$ cat config.mk
export PLATFORM = sky130hd
export DESIGN_NAME = cpu_irq_slice
export DESIGN_NICKNAME = d
export VERILOG_FILES = /design/src/rtl/cpu_irq_slice.sv
export SDC_FILE = /design/constraint.sdc
export NUM_CORES = 1
export LEC_CHECK = 0
export CORE_MARGIN = 10
export CORE_UTILIZATION = 30
export CTS_CLUSTER_SIZE = 16
export DETAILED_ROUTE_END_ITERATION = 10
export GPL_TIMING_DRIVEN = 1
export PLACE_DENSITY = 0.69
export SYNTH_ARGS = -nofsm -noshare
export SYNTH_HDL_FRONTEND = slang
export SYNTH_SLANG_ARGS = --single-unit
$ cat constraint.sdc
create_clock -name clk -period 1 [get_ports clk]
set_input_delay 0.2 -clock clk [delete_from_list [all_inputs] [get_ports clk]]
set_output_delay 0.2 -clock clk [all_outputs]
set_load 0.01 [all_outputs]
$ cat src/rtl/cpu_irq_slice.sv
module cpu_irq_slice #(
  parameter int DATA_W = 32,
  parameter int ADDR_W = 4,
  parameter int NUM_LVL = 15
) (
  input  logic              clk,
  input  logic              rst_n,
  input  logic              reg_valid,
  input  logic              reg_write,
  input  logic [ADDR_W-1:0] reg_addr,
  input  logic [DATA_W-1:0] reg_wdata,
  output logic [DATA_W-1:0] reg_rdata,
  input  logic              timer_in,
  input  logic              lvl15_in,
  input  logic              glob_dis,
  input  logic              is_target,
  input  logic [NUM_LVL-1:0] hw_req,
  input  logic [NUM_LVL-1:0] hw_raw,
  output logic [NUM_LVL-1:0] lvl_req
);

  localparam int SOFT_LO = DATA_W - NUM_LVL;
  localparam int TMR_BIT = NUM_LVL - 1;
  localparam int L15_BIT = NUM_LVL;

  logic [NUM_LVL-1:0] soft_q, soft_nxt;
  logic               tmr_q, l15_q, l15_nxt, l15_prev;
  logic [1:0]         word;
  logic               wr_clr, wr_set, rd_w0, rd_any;
  logic [DATA_W-1:0]  pend_word, disp_word;
  logic [NUM_LVL-1:0] lvl_nxt;

  assign word   = reg_addr[3:2];
  assign wr_clr = reg_valid && reg_write && (word == 2'd1);
  assign wr_set = reg_valid && reg_write && (word == 2'd2);
  assign rd_any = reg_valid && !reg_write;
  assign rd_w0  = rd_any && (word == 2'd0);

  always_comb begin
    soft_nxt = soft_q;
    if (wr_clr) soft_nxt = soft_q & ~reg_wdata[DATA_W-1:SOFT_LO];
    if (wr_set) soft_nxt = soft_q | reg_wdata[DATA_W-1:SOFT_LO];
  end

  assign l15_nxt = (lvl15_in && !l15_prev) ||
                   (l15_q && lvl15_in && !(wr_clr && reg_wdata[L15_BIT]));

  always_comb begin
    lvl_nxt = soft_nxt | hw_req;
    if (!glob_dis) begin
      lvl_nxt[TMR_BIT-1] = lvl_nxt[TMR_BIT-1] | timer_in;
      lvl_nxt[TMR_BIT]   = lvl_nxt[TMR_BIT] | l15_nxt;
    end
  end

  always_comb begin
    pend_word = '0;
    pend_word[DATA_W-1:SOFT_LO] = soft_q;
    pend_word[TMR_BIT] = tmr_q;
    pend_word[L15_BIT] = l15_q;
  end

  always_comb begin
    disp_word = '0;
    if (is_target) disp_word[NUM_LVL:1] = hw_raw;
  end

  always_ff @(posedge clk) begin
    if (!rst_n) begin
      soft_q    <= '0;
      tmr_q     <= 1'b0;
      l15_q     <= 1'b0;
      l15_prev  <= 1'b0;
      lvl_req   <= '0;
      reg_rdata <= '0;
    end else begin
      soft_q    <= soft_nxt;
      tmr_q     <= timer_in;
      l15_q     <= l15_nxt;
      l15_prev  <= lvl15_in;
      lvl_req   <= lvl_nxt;
      reg_rdata <= rd_w0 ? (pend_word | disp_word) : '0;
    end
  end

  AST_RD_OTHER_ZERO: assert property (@(posedge clk) disable iff (!rst_n)
    (rd_any && word != 2'd0) |=> reg_rdata == '0);
  AST_CLR_SOFT: assert property (@(posedge clk) disable iff (!rst_n)
    wr_clr |=> (soft_q & $past(reg_wdata[DATA_W-1:SOFT_LO])) == '0);
  AST_SET_SOFT: assert property (@(posedge clk) disable iff (!rst_n)
    wr_set |=> (lvl_req & $past(reg_wdata[DATA_W-1:SOFT_LO])) == $past(reg_wdata[DATA_W-1:SOFT_LO]));
  AST_TMR_FOLLOW: assert property (@(posedge clk) disable iff (!rst_n)
    1'b1 |=> tmr_q == $past(timer_in));
  AST_DIS_MASK: assert property (@(posedge clk) disable iff (!rst_n)
    glob_dis |=> lvl_req[NUM_LVL-1:NUM_LVL-2] == (soft_q[NUM_LVL-1:NUM_LVL-2] | $past(hw_req[NUM_LVL-1:NUM_LVL-2])));

endmodule

==> results by group <==
Status
  • Status: completed

Setup path
  • Worst endpoint required time: 800 ps
  • Startpoint types: flip-flop
  • Critical path's largest stage delay: 320 ps
  • Delay-heaviest family, CP: flip-flops
  • Critical Path AT: 770 ps
  • CP Class: reg -> out
  • Crit path buffers/inverters: 1
  • CP Cell Sequence: buf_6
  • Crit end category: output pin
  • Critical path's slowest cell: dfxtp_2
  • Crit path max fanout: 1
  • Cells on worst reg2reg path: 3
  • Levels on crit path: 1

Layout
  • Area growth from synthesis to layout: 70.24%
  • Finished Layout Cells: 413
  • Layout cells sized above 1: 33.33%
  • Antenna Cells: 0
  • Nets@finish: 402

Yosys
  • Syn Inst Count: 213
  • Synthesized area: 0.002056 sq mm
  • Compound-Gate Fraction of Synth Area: 16.25%
  • Seq cells post-synth: 63
  • Area share of the largest cell type after synthesis: 61.35%
  • Mux contribution to synthesized area: 0%
  • Sequential share of the synthesized area: 61.35%
  • Post-Synth XOR/XNOR Area: 0%
  • YS warnings: 0
  • Simple-gate share of the synthesized area: 15.64%
  • Unique masters post-synth: 24
  • Yosys top cell by area: dfxtp_1
  • Largest family of logic cells by synthesized area: compound AO/OA/AOI/OAI gates
  • Syn avg cell area: 9.651 sq um
  • Top cells by area in the synthesized netlist: dfxtp_1, a21oi_1, and2_1
  • Post-Synth Adder-Cell Area: 0%

Drt
  • Routed wire per std cell: 15.13 um
  • Via density: 4.581
  • Initial DRC count: 31
  • Via count: 1892
  • Post-Route WL: 6.249 mm
  • Drc violations: 0
  • DR pass1 iterations: 4
  • Post-route ant nets: 0

Floorplanning
  • Area of the core: 0.006719 sq mm
  • Die area: 0.01056 sq mm
  • Ports: 121
  • # rows: 30
  • Width of the die: 102.8 um
  • Die H: 102.8 um
  • Starting Density: 30.60%

Clocking
  • Clock-pin slew on the worst setup and hold paths: 70 ps
  • Deepest clock path buffer count: 2
  • Clk root buf: clkbuf_8
  • Clk sinks: 63
  • Clk Latency, worst-skew pair: 330 ps
  • CTS buffer count: 9
  • CTS tree: yes
  • H-Tree Level Count: 3

Pwr
  • Sw power: 1.210 mW
  • Leakage: 1.590 nW
  • Pwr/cell area: 1667 mW/mm^2
  • Switching share of power: 20.74%
  • Comb power frac: 9.2%
  • Part of the power in registers: 44.6%
  • Internal power: 4.624 mW
  • Clock network fraction of total power: 46.2%
  • Max VDD drop: 768.1 uV

STA
  • Final Setup Violations: 0
  • Final Hold Violating Endpoints: 0
  • Peak Freq: 1032 MHz
  • Slew Viols, Final: 0
  • Worst setup margin: 30.68 ps
  • Fin crit share: 96.93%
  • Worst Skew: 5.739 ps
  • RSZ-0062 raised after global routing: true
  • Final Critical Period: 969.3 ps

GRT
  • First-pass GRT wire length: 9.321 mm
  • All-Layer GR Usage: 11.62%
  • Vias in the first global route: 1885
  • Initial antenna violation count: 0
  • Largest net degree at the start of global routing: 30
  • Total congestion overflow: 0

Run
  • Max_cap viols: 0

Placement
  • # port buffers: 100
  • Hpwl dp: 4.439 mm
  • Dpl ws: -643.6 ps
  • GP Congestion: 0.6857
  • Placed Cells: 393

Worst hold path
  • Worst Hold Class: in -> reg
  • Hold path depth: 4
-- cell usage after synthesis --
cell type / count
a21oi_1: 44
a31oi_1: 2
and2_1: 18
and3_1: 13
and4b_1: 1
buf_1: 1
buf_2: 6
buf_4: 4
clkbuf_1: 2
conb_1: 1
dfxtp_1: 63
inv_1: 16
inv_2: 1
nand2_1: 16
nand2b_1: 2
nand3_1: 1
nand4b_2: 1
nor2b_1: 2
nor4_2: 1
o2111ai_1: 1
o211a_1: 1
o211ai_1: 1
o21ai_0: 8
o21ai_1: 7
-- layout make-up --
cell class              instances  area (sq um)
clock buffers                  10         137.6
clock inverters                 6         107.6
fillers                       626          3219
inverters                      17         63.81
multi-input cells             121         689.4
flip-flops and latches         63          1292
well taps                      80         100.1
repair buffers                116          1109
-- stage by stage --
step / hold slack [ps] / power (mW) / TNS, ps / utilization, % / area [sq um]
after floorplan: 321.7 / 2.803 / 0 / - / 2074
after detailed placement: 435.8 / 3.192 / -35260 / 47.95 / 3222
final: 422.1 / 5.834 / 0 / 52.09 / 3500
after global placement: 430.2 / 3.180 / -33470 / 47.95 / 3222
after global routing: 423.6 / 6.063 / -111.4 / 52.09 / 3500
after CTS: 404.1 / 5.872 / -8.452 / 49.83 / 3348
-- placed cells by master, fill, tap and decap left out --
| master | netlist | layout |
|---|---|---|
| nor4_4 | 0 | 1 |
| buf_6 | 0 | 29 |
| and3_1 | 13 | 13 |
| o211a_1 | 1 | 1 |
| o211ai_1 | 1 | 1 |
| clkbuf_2 | 0 | 1 |
| dfxtp_2 | 0 | 25 |
| nand2b_4 | 0 | 1 |
| buf_2 | 6 | 21 |
| clkinvlp_4 | 0 | 1 |
| nand2_1 | 16 | 16 |
| dfxtp_1 | 63 | 38 |
| dlygate4sd2_1 | 0 | 1 |
| o21ai_1 | 7 | 11 |
| buf_12 | 0 | 2 |
| and2_1 | 18 | 18 |
| conb_1 | 1 | 2 |
| clkdlybuf4s50_1 | 0 | 50 |
| buf_8 | 0 | 1 |
| and4b_2 | 0 | 1 |
| o2111ai_1 | 1 | 1 |
| clkinv_2 | 0 | 2 |
| nand3_1 | 1 | 1 |
| inv_1 | 16 | 16 |
| inv_2 | 1 | 1 |
| nand4b_4 | 0 | 1 |
| bufbuf_16 | 0 | 1 |
| bufinv_16 | 0 | 3 |
| clkbuf_8 | 0 | 10 |
| a31oi_1 | 2 | 2 |
| buf_4 | 4 | 10 |
| o21ai_0 | 8 | 4 |
| nand2b_1 | 2 | 1 |
| nor2b_1 | 2 | 2 |
| a21oi_1 | 44 | 44 |
-- metal layers --
layer	vias up	global-route usage (%)	part of all wire, %
met5	-	0	0
met4	0	5.775	1.7
met3	10	5.027	9.0
met2	82	18.25	44
met1	859	13.24	45
li1	941	-	-
-- kinds of logic (layout without fill, tap and decap cells) --
logic type / Yosys count / in the layout
AOI/OAI and AO/OA: 64 / 64
DFF: 63 / 63
and+or+nand+nor: 55 / 55
buffers and inverters: 30 / 149
other: 1 / 2
-- sequential cells by signal, indices dropped and copies added, names as in the netlist --
name,cells
l15_prev,1
l15_q,1
lvl_req,15
reg_rdata,30
soft_q,15
tmr_q,1
-- what timing repair did --
item,4_1_cts,5_1_grt
gates resized for setup,207,52
gates cloned,2,0
hold buffers,0,0
pin swaps,2,0
setup endpoints to repair,106,64
setup buffers,2,0
-- final timing paths --
| kind | from | end | slack, ps |
|---|---|---|---|
| max | reg_rdata[20] | reg_rdata[20] | 30 |
| min reg2reg | soft_q[0] | reg_rdata[17] | 450 |
| max reg2reg | l15_prev | lvl_req[14] | 180 |
| min | reg_addr[2] | l15_q | 420 |
-- power groups by stage --
stage / clock network [mW] / registers, mW / logic, mW
3_3_place_gp: 0 / 2.65 / 0.533
5_1_grt: 2.87 / 2.61 / 0.583
2_1_floorplan: 0 / 2.67 / 0.135
4_1_cts: 2.75 / 2.60 / 0.524
3_5_place_dp: 0 / 2.65 / 0.542
6_report: 2.69 / 2.60 / 0.537
Power figures use the tool's default switching activity.
